**src/rtl/cmdq_pkg.sv**
```systemverilog
package cmdq_pkg;
  localparam int PKT_AW  = 27;          // packet (64-bit unit) address width
  localparam int BYTE_AW = PKT_AW + 3;  // byte address width

  localparam logic [3:0] OPC_REGW   = 4'h0;
  localparam logic [3:0] OPC_DRAW   = 4'h1;
  localparam logic [3:0] OPC_LWRITE = 4'h2;
  localparam logic [3:0] OPC_NOP    = 4'h4;
  localparam logic [3:0] OPC_JUMP   = 4'h5;
  localparam logic [3:0] OPC_CALL   = 4'h6;
  localparam logic [3:0] OPC_RET    = 4'h7;
  localparam logic [3:0] OPC_LWAIT  = 4'h8;

  typedef enum logic [3:0] {
    K_REGW, K_DRAW, K_LWRITE, K_NOP, K_JUMP, K_CALL, K_RET, K_WAIT, K_SKIP
  } cmd_kind_e;

  typedef struct packed {
    cmd_kind_e           kind;
    logic                flag;
    logic [PKT_AW-1:0]   field;
    logic [1:0]          aper;
    logic [2:0]          offs;
    logic [31:0]         low;
  } cmd_dec_t;

  typedef enum logic [2:0] {
    ST_IDLE, ST_UPDATE, ST_FETCH, ST_SPIN, ST_GFXWAIT
  } fe_state_e;
endpackage

```
**src/rtl/cmdq_submit_fifo.sv**
```systemverilog
module cmdq_submit_fifo #(
  parameter int WIDTH = 54,
  parameter int DEPTH = 4
) (
  input  logic             clk,
  input  logic             rst_n,
  input  logic             push,
  input  logic [WIDTH-1:0] push_data,
  input  logic             pop,
  output logic [WIDTH-1:0] pop_data,
  output logic             full,
  output logic             empty
);
  localparam int PTR_W = (DEPTH > 1) ? $clog2(DEPTH) : 1;
  localparam int CNT_W = PTR_W + 1;

  logic [WIDTH-1:0] slot_q [DEPTH];
  logic [PTR_W-1:0] wr_q, rd_q, wr_d, rd_d;
  logic [CNT_W-1:0] cnt_q, cnt_d;
  logic push_ok, pop_ok;

  assign full     = (cnt_q == CNT_W'(DEPTH));
  assign empty    = (cnt_q == '0);
  assign push_ok  = push & ~full;
  assign pop_ok   = pop & ~empty;
  assign pop_data = slot_q[rd_q];

  always_comb begin
    wr_d  = wr_q;
    rd_d  = rd_q;
    cnt_d = cnt_q;
    if (push_ok) wr_d = (wr_q == PTR_W'(DEPTH - 1)) ? '0 : wr_q + PTR_W'(1);
    if (pop_ok)  rd_d = (rd_q == PTR_W'(DEPTH - 1)) ? '0 : rd_q + PTR_W'(1);
    if (push_ok && !pop_ok)      cnt_d = cnt_q + CNT_W'(1);
    else if (pop_ok && !push_ok) cnt_d = cnt_q - CNT_W'(1);
  end

  always_ff @(posedge clk or negedge rst_n) begin
    if (!rst_n) begin
      wr_q  <= '0;
      rd_q  <= '0;
      cnt_q <= '0;
    end else begin
      wr_q  <= wr_d;
      rd_q  <= rd_d;
      cnt_q <= cnt_d;
    end
  end

  always_ff @(posedge clk) begin
    if (push_ok) slot_q[wr_q] <= push_data;
  end

  // the sequencer only pops a queue that holds a submission
  assert_pop_nonempty_R2: assert property (@(posedge clk) disable iff (!rst_n)
    pop |-> !empty);
endmodule

```
**src/rtl/cmdq_decode.sv**
```systemverilog
module cmdq_decode
  import cmdq_pkg::*;
(
  input  logic [63:0] word,
  output cmd_dec_t    dec
);
  logic [3:0] opc;
  assign opc = word[63:60];

  always_comb begin
    dec.flag  = word[59];
    dec.field = word[58:32];
    dec.aper  = word[59:58];
    dec.offs  = word[57:55];
    dec.low   = word[31:0];
    case (opc)
      OPC_REGW:   dec.kind = K_REGW;
      OPC_DRAW:   dec.kind = K_DRAW;
      OPC_LWRITE: dec.kind = K_LWRITE;
      OPC_NOP:    dec.kind = K_NOP;
      OPC_JUMP:   dec.kind = K_JUMP;
      OPC_CALL:   dec.kind = K_CALL;
      OPC_RET:    dec.kind = K_RET;
      OPC_LWAIT:  dec.kind = K_WAIT;
      default:    dec.kind = K_SKIP;   // reserved codes
    endcase
  end
endmodule

```
**src/rtl/cmdq_spin.sv**
```systemverilog
module cmdq_spin #(
  parameter int W = 8
) (
  input  logic         clk,
  input  logic         rst_n,
  input  logic         load,
  input  logic [W-1:0] load_val,
  input  logic         tick,
  output logic         done
);
  logic [W-1:0] cnt_q, cnt_d;

  assign done = (cnt_q == '0);

  always_comb begin
    cnt_d = cnt_q;
    if (load)              cnt_d = load_val;
    else if (tick && !done) cnt_d = cnt_q - W'(1);
  end

  always_ff @(posedge clk or negedge rst_n) begin
    if (!rst_n) cnt_q <= '0;
    else        cnt_q <= cnt_d;
  end
endmodule

```
**src/rtl/cmdq_frontend.sv**
```systemverilog
module cmdq_frontend
  import cmdq_pkg::*;
#(
  parameter int FIFO_DEPTH = 4,
  parameter int SPIN_W     = 8
) (
  input  logic               clk,
  input  logic               rst_n,
  input  logic               submit_valid,
  input  logic [PKT_AW-1:0]  submit_start,
  input  logic [PKT_AW-1:0]  submit_end,
  output logic               submit_ready,
  input  logic [SPIN_W-1:0]  spin_cycles,
  input  logic               gfx_done,
  output logic               ar_valid,
  input  logic               ar_ready,
  output logic [BYTE_AW-1:0] ar_addr,
  input  logic               r_valid,
  output logic               r_ready,
  input  logic [63:0]        r_data,
  output logic               reg_wr_valid,
  output logic [1:0]         reg_wr_aperture,
  output logic [2:0]         reg_wr_offset,
  output logic [31:0]        reg_wr_data,
  output logic               draw_valid,
  output logic [31:0]        draw_data,
  output logic               mem_wr_valid,
  output logic [BYTE_AW-1:0] mem_wr_addr,
  output logic [31:0]        mem_wr_data,
  output logic               busy
);
  localparam int SUB_W = 2 * PKT_AW;

  fe_state_e state_q, state_d;
  logic [PKT_AW-1:0] cmd_q, cmd_d, jmp_q, jmp_d, end_q, end_d;
  logic [PKT_AW-1:0] ret_q, ret_d, send_q, send_d;
  logic [31:0]       ref_q, ref_d;
  logic poll_q, poll_d, seq_q, seq_d, callp_q, callp_d, ardone_q, ardone_d;
  logic [BYTE_AW-1:0] araddr_q, araddr_d;
  logic regv_q, regv_d, drawv_q, drawv_d, memv_q, memv_d;
  logic [1:0]  rap_q, rap_d;
  logic [2:0]  rof_q, rof_d;
  logic [31:0] rdat_q, rdat_d, ddat_q, ddat_d, mdat_q, mdat_d;
  logic [BYTE_AW-1:0] madr_q, madr_d;

  logic fifo_pop, fifo_full, fifo_empty, spin_load, spin_done, r_fire;
  logic [SUB_W-1:0] fifo_out;
  logic [PKT_AW-1:0] pkt_inc, next_pkt;
  cmd_dec_t dec;

  cmdq_submit_fifo #(.WIDTH(SUB_W), .DEPTH(FIFO_DEPTH)) u_fifo (
    .clk(clk), .rst_n(rst_n),
    .push(submit_valid), .push_data({submit_start, submit_end}),
    .pop(fifo_pop), .pop_data(fifo_out),
    .full(fifo_full), .empty(fifo_empty));

  cmdq_decode u_dec (.word(r_data), .dec(dec));

  cmdq_spin #(.W(SPIN_W)) u_spin (
    .clk(clk), .rst_n(rst_n), .load(spin_load), .load_val(spin_cycles),
    .tick(state_q == ST_SPIN), .done(spin_done));

  assign submit_ready = ~fifo_full;
  assign ar_valid     = (state_q == ST_FETCH) & ~ardone_q;
  assign r_ready      = (state_q == ST_FETCH) & ardone_q;
  assign ar_addr      = araddr_q;
  assign r_fire       = r_valid & r_ready;
  assign busy         = (state_q != ST_IDLE) | ~fifo_empty;
  assign pkt_inc      = cmd_q + PKT_AW'(1);
  // sequential advance or a matched label uses the increment; else shared field
  assign next_pkt     = seq_q ? pkt_inc : jmp_q;

  assign reg_wr_valid    = regv_q;
  assign reg_wr_aperture = rap_q;
  assign reg_wr_offset   = rof_q;
  assign reg_wr_data     = rdat_q;
  assign draw_valid      = drawv_q;
  assign draw_data       = ddat_q;
  assign mem_wr_valid    = memv_q;
  assign mem_wr_addr     = madr_q;
  assign mem_wr_data     = mdat_q;

  always_comb begin
    state_d = state_q;  cmd_d = cmd_q;   jmp_d = jmp_q;   end_d = end_q;
    ret_d = ret_q;      send_d = send_q; ref_d = ref_q;   poll_d = poll_q;
    seq_d = seq_q;      callp_d = callp_q; ardone_d = ardone_q;
    araddr_d = araddr_q;
    regv_d = 1'b0; drawv_d = 1'b0; memv_d = 1'b0;
    rap_d = rap_q; rof_d = rof_q; rdat_d = rdat_q; ddat_d = ddat_q;
    madr_d = madr_q; mdat_d = mdat_q;
    fifo_pop = 1'b0; spin_load = 1'b0;
    case (state_q)
      ST_IDLE: if (!fifo_empty) begin
        fifo_pop = 1'b1;
        jmp_d    = fifo_out[SUB_W-1:PKT_AW];
        end_d    = fifo_out[PKT_AW-1:0];
        seq_d    = 1'b0;
        poll_d   = 1'b0;
        callp_d  = 1'b0;
        state_d  = ST_UPDATE;
      end
      ST_UPDATE: begin
        if (poll_q) begin
          araddr_d = {jmp_q, 3'b000};
          ardone_d = 1'b0;
          state_d  = ST_FETCH;
        end else if (next_pkt == end_q) begin
          state_d = ST_IDLE;
        end else begin
          cmd_d    = next_pkt;
          araddr_d = {next_pkt, 3'b000};
          ardone_d = 1'b0;
          state_d  = ST_FETCH;
        end
      end
      ST_FETCH: begin
        if (ar_valid && ar_ready) ardone_d = 1'b1;
        if (r_fire) begin
          state_d = ST_UPDATE;
          if (poll_q) begin
            if (r_data[31:0] == ref_q) begin
              poll_d = 1'b0;
              seq_d  = 1'b1;
            end else begin
              spin_load = 1'b1;
              state_d   = ST_SPIN;
            end
          end else begin
            seq_d = 1'b1;
            case (dec.kind)
              K_REGW: begin
                regv_d = 1'b1; rap_d = dec.aper; rof_d = dec.offs; rdat_d = dec.low;
              end
              K_DRAW: begin
                drawv_d = 1'b1; ddat_d = dec.low;
              end
              K_LWRITE: begin
                madr_d = {dec.field, 3'b000};
                mdat_d = dec.low;
                if (dec.flag) state_d = ST_GFXWAIT;
                else          memv_d  = 1'b1;
              end
              K_NOP: begin
                seq_d = 1'b0; jmp_d = pkt_inc + dec.field;
              end
              K_JUMP: begin
                seq_d = 1'b0; jmp_d = dec.field; end_d = dec.low[PKT_AW-1:0];
              end
              K_CALL: begin
                seq_d = 1'b0; jmp_d = dec.field; end_d = dec.low[PKT_AW-1:0];
                ret_d = pkt_inc; send_d = end_q; callp_d = 1'b1;
              end
              K_RET: if (callp_q) begin
                seq_d = 1'b0; jmp_d = ret_q; end_d = send_q; callp_d = 1'b0;
              end
              K_WAIT: begin
                seq_d = 1'b0; jmp_d = dec.field; ref_d = dec.low; poll_d = 1'b1;
              end
              default: ;
            endcase
          end
        end
      end
      ST_SPIN: if (spin_done) state_d = ST_UPDATE;
      ST_GFXWAIT: if (gfx_done) begin
        memv_d  = 1'b1;
        state_d = ST_UPDATE;
      end
      default: state_d = ST_IDLE;
    endcase
  end

  always_ff @(posedge clk or negedge rst_n) begin
    if (!rst_n) begin
      state_q <= ST_IDLE; cmd_q <= '0; jmp_q <= '0; end_q <= '0;
      ret_q <= '0; send_q <= '0; ref_q <= '0; poll_q <= 1'b0;
      seq_q <= 1'b0; callp_q <= 1'b0; ardone_q <= 1'b0; araddr_q <= '0;
      regv_q <= 1'b0; drawv_q <= 1'b0; memv_q <= 1'b0;
      rap_q <= '0; rof_q <= '0; rdat_q <= '0; ddat_q <= '0;
      madr_q <= '0; mdat_q <= '0;
    end else begin
      state_q <= state_d; cmd_q <= cmd_d; jmp_q <= jmp_d; end_q <= end_d;
      ret_q <= ret_d; send_q <= send_d; ref_q <= ref_d; poll_q <= poll_d;
      seq_q <= seq_d; callp_q <= callp_d; ardone_q <= ardone_d; araddr_q <= araddr_d;
      regv_q <= regv_d; drawv_q <= drawv_d; memv_q <= memv_d;
      rap_q <= rap_d; rof_q <= rof_d; rdat_q <= rdat_d; ddat_q <= ddat_d;
      madr_q <= madr_d; mdat_q <= mdat_d;
    end
  end

  // nothing is requested from memory while idle
  assert_idle_quiet_R1: assert property (@(posedge clk) disable iff (!rst_n)
    (state_q == ST_IDLE) |-> (!ar_valid && !r_ready));
  // a stalled read request keeps its address
  assert_ar_hold_R3: assert property (@(posedge clk) disable iff (!rst_n)
    (ar_valid && !ar_ready) |=> (ar_valid && $stable(ar_addr)));
  // a deferred label write stays quiet while graphics work is pending
  assert_defer_gate_R6: assert property (@(posedge clk) disable iff (!rst_n)
    (state_q == ST_GFXWAIT && !gfx_done) |=> !mem_wr_valid);
  // polled label data never reaches a command output
  assert_poll_not_decoded_R10: assert property (@(posedge clk) disable iff (!rst_n)
    (r_fire && poll_q) |=> (!reg_wr_valid && !draw_valid && !mem_wr_valid));
  // spinning issues no read
  assert_spin_no_read_R11: assert property (@(posedge clk) disable iff (!rst_n)
    (state_q == ST_SPIN) |-> !ar_valid);
endmodule

```
**config.mk**
```make
export PLATFORM = sky130hd
export DESIGN_NAME = cmdq_frontend
export DESIGN_NICKNAME = d
export VERILOG_FILES = /design/src/rtl/cmdq_pkg.sv /design/src/rtl/cmdq_submit_fifo.sv /design/src/rtl/cmdq_decode.sv /design/src/rtl/cmdq_spin.sv /design/src/rtl/cmdq_frontend.sv
export SDC_FILE = /design/constraint.sdc
export NUM_CORES = 1
export LEC_CHECK = 0
export ABC_CLOCK_PERIOD_IN_PS = 8670
export BUFFER_PORTS_ARGS = -buffer_cell sky130_fd_sc_hd__buf_4
export CORE_ASPECT_RATIO = 0.9
export CORE_MARGIN = 2
export CORE_UTILIZATION = 55
export CTS_BUF_LIST = sky130_fd_sc_hd__clkbuf_16
export DETAILED_ROUTE_END_ITERATION = 12
export PLACE_DENSITY_LB_ADDON = 0.1
export REMOVE_ABC_BUFFERS = 1
export SLEW_MARGIN = 20
export SYNTH_ARGS = -nofsm -noshare
export SYNTH_HDL_FRONTEND = slang
export SYNTH_SLANG_ARGS = --single-unit
```
**constraint.sdc**
```tcl
create_clock -name clk -period 8.67 [get_ports clk]
set_input_delay 0.867 -clock clk [delete_from_list [all_inputs] [get_ports clk]]
set_output_delay 0.867 -clock clk [all_outputs]
set_load 0.005 [all_outputs]
```
==> impl_metrics.json <==
{
  "min_period_ns": 4.84,
  "core_um2": 47900,
  "clk_latency_ns": 0.62,
  "grt_max_degree": 163,
  "io-pin-count": 300,
  "p_seq_share_pct": 39.8,
  "clock_path_buffers": 3,
  "layout.nets": 2600,
  "yosys.area.top_type": "dfrtp_1",
  "num_rows": 76,
  "cts.sinks": 563,
  "syn-instance-count": 2182,
  "switching_power_mw": 3.85,
  "rsz0062_at_grt": "no",
  "crit_path_end_kind": "flip-flop",
  "status": "complete, no violations",
  "area_growth_pct": 17.2,
  "dieHeight_um": 213,
  "postCtsHoldBufs": 0,
  "tns_ns": 0,
  "synth_area_um2": 26700,
  "port_buffers": 293,
  "critPathLaunchType": "flip-flop",
  "ctsResizeCount": 0,
  "cp.required_ns": 9.12,
  "hp-class": "in -> async",
  "report.final.hold_viol_count": 0,
  "drt-total-wl_um": 70800,
  "switching_share_pct": 37.0,
  "yosysWarnings": 0,
  "dr.pass1.iters": 7,
  "cp.arrival_ns": 5.28,
  "drtIter0Drc": 1380,
  "period_share_pct": 55.8,
  "grt_antenna_before_repair": 1,
  "synth-async-reset-ratio_pct": 61.6,
  "skew_ns": 0.0158,
  "gp_congestion": 0.902,
  "cts_inserted_buffers": 57,
  "met2_length_um": 32800,
  "grt_use_total_pct": 28.5,
  "cts_setup_buffers": 0,
  "synth_top_area_share_pct": 32.6,
  "diodes": 0,
  "fmax_ghz": 0.207,
  "worst_slack_ns": 3.83,
  "htreeDepth": 2,
  "synth_top_flop_cell": "dfrtp_1",
  "tritoncts": "built",
  "synth_common_cells": "dfrtp_1 (347), nand2_1 (259), edfxtp_1 (216)",
  "layout-drive-gt1-share_pct": 26.6,
  "dr_total_vias": 18400,
  "dp_slack_ns": 3.88,
  "p_int_mw": 6.55,
  "max-cap-violations": 0,
  "placed_area_um2": 29400,
  "dp_hpwl_um": 48100,
  "ys_seq_area_share_pct": 56.9,
  "syn_avg_cell_area_um2": 12.2,
  "viasPerCell": 5.94,
  "wl_met3_um": 3910,
  "highest_layer": "met4",
  "synth_cell_type_count": 83,
  "synth_edf_count": 216,
  "synth_top_cells_by_area": "dfrtp_1 (33%), edfxtp_1 (24%), mux2_2 (7.0%)",
  "power.density_nw_per_um2": 333,
  "clock_power_share_pct": 23.8,
  "ir_worst_vdd_uv": 277,
  "overflow": 0,
  "fin_area_um2": 31300,
  "die_w_um": 236,
  "cp_max_fo": 10,
  "wl_met1_um": 32300,
  "start_util_pct": 55.7,
  "dieArea_um2": 50300,
  "finalMaxSlewViolations": 0,
  "p_comb_share_pct": 36.4,
  "setup_violations": 0,
  "grt_pass1_wl_um": 109000,
  "clk_pin_slew_ns": 0.06,
  "routedWlPerCell_um": 22.9,
  "path_class": "reg -> reg",
  "root_buffer": "clkbuf_16",
  "drc": 0,
  "synth-seq-cells": 563,
  "grt_pass1_vias": 18200,
  "power_leakage_nw": 13.7,
  "worst_pin_slew_ns": 1.07,
  "synthMostInstantiatedCell": "dfrtp_1",
  "relSlewSlack_pct": 28.3,
  "antenna_left": 0,
  "fin_util_pct": 65.2
}
## registers in the layout, summed over array words and instances, names as in the netlist, 2 cells and up
| signal | cells |
|---|---|
| reg_wr_offset | 3 |
| ref_q | 32 |
| reg_wr_aperture | 2 |
| u_fifo.rd_q | 2 |
| cmd_q | 27 |
| send_q | 27 |
| ret_q | 27 |
| u_fifo.cnt_q | 3 |
| u_fifo.wr_q | 2 |
| state_q | 3 |
| reg_wr_data | 32 |
| end_q | 27 |
| draw_data | 32 |
| mem_wr_addr | 27 |
| jmp_q | 27 |
| u_spin.cnt_q | 8 |
| mem_wr_data | 32 |
| ar_addr | 27 |
| u_fifo.slot_q | 216 |
## power groups by stage
stage          logic, mW  clock network (mW)  registers (mW)
3_3_place_gp        3.71                   0            4.16
4_1_cts             3.78                2.52            4.15
3_5_place_dp        3.76                   0            4.19
2_1_floorplan       2.46                   0            4.01
5_1_grt             4.17                2.63            4.23
6_report            3.78                2.48            4.14
## per-layer routing
metal | global-route usage [%] | up-vias
met4 | 7.92 | 0
met5 | 0 | -
met3 | 3.85 | 108
met1 | 42.0 | 9266
met2 | 44.9 | 584
li1 | - | 8436
## kinds of logic (layout without fill, tap and decap cells)
kind of cell	Yosys count	in the layout	synth area share, %
xor+xnor	115	115	4.05
mux	309	309	15.0
flops	563	563	56.9
simple gates	555	555	9.71
buf+inv	183	469	2.85
other cells	1	6	0.0141
compound gates	412	412	9.40
fa+ha+maj	44	44	2.12
## critical path, cell delays in order, from the launching register on
cell and delay [ns]:
dfrtp_1 0.52, ha_1 0.25, and3_1 0.38, and3_1 0.27
xnor2_1 0.19, inv_1 0.08, ha_1 0.34, o21ai_0 0.22
o21ai_0 0.14, o41ai_1 0.86, nor3_1 0.19, nor3_1 0.42
nor3_1 0.14, o31ai_1 0.33, xnor2_1 0.17, o221ai_1 0.15
## path summary, 6_finish.rpt
path	from	end	slack, ns	depth (start not counted)
max	cmd_q[0]$_DFFE_PN0P_	jmp_q[26]$_DFFE_PN0P_	3.83	15
min	rst_n	draw_valid$_DFF_PN0_	0.31	1
max reg2reg	cmd_q[0]$_DFFE_PN0P_	jmp_q[26]$_DFFE_PN0P_	3.83	15
min reg2reg	reg_wr_offset[1]$_DFFE_PN0P_	reg_wr_offset[1]$_DFFE_PN0P_	0.47	2
max in group asynchronous	rst_n	seq_q$_DFFE_PN0P_	6.72	2
min in group clk	submit_end[17]	u_fifo.slot_q[3][17]$_DFFE_PP_	0.45	1
## metrics by stage
stage	power, mW	hold WS [ns]	std cells
final	10.4	0.313	3097
after global routing	11.0	0.390	3097
after CTS	10.4	0.343	3097
after detailed placement	7.95	0.464	2989
after global placement	7.87	0.459	2989
after floorplan	6.47	0.450	2052
## layout make-up
type | count | area [µm²]
fillers | 3699 | 16700
clock buffers | 60 | 1500
clock inverters | 48 | 400
flip-flops and latches | 563 | 15200
multi-input cells | 1441 | 10900
well taps | 624 | 781
repair buffers | 313 | 2370
inverters | 48 | 180
## layout by cell type, fill, tap and decap left out, drive strengths merged, types with 6 or more instances in the layout
| master | n |
|---|---|
| nand3b | 6 |
| xnor2 | 42 |
| conb | 6 |
| o22a | 11 |
| nand2b | 7 |
| mux2i | 72 |
| nand4 | 17 |
| clkinv | 28 |
| or3 | 14 |
| mux2 | 183 |
| o21bai | 6 |
| dfrtp | 347 |
| edfxtp | 216 |
| clkbuf | 60 |
| buf | 313 |
| inv | 58 |
| a21o | 16 |
| a211oi | 21 |
| o211ai | 8 |
| ha | 42 |
| xor2 | 68 |
| nor4 | 16 |
| nand2 | 259 |
| o31ai | 7 |
| and2 | 17 |
| nor2b | 12 |
| a21oi | 112 |
| nor2 | 102 |
| nand3 | 30 |
| a22oi | 18 |
| o21ai | 146 |
| a31oi | 19 |
| nor3 | 28 |
| mux4 | 54 |
| and3 | 23 |
Note: power is estimated with default switching activity, not from simulation.
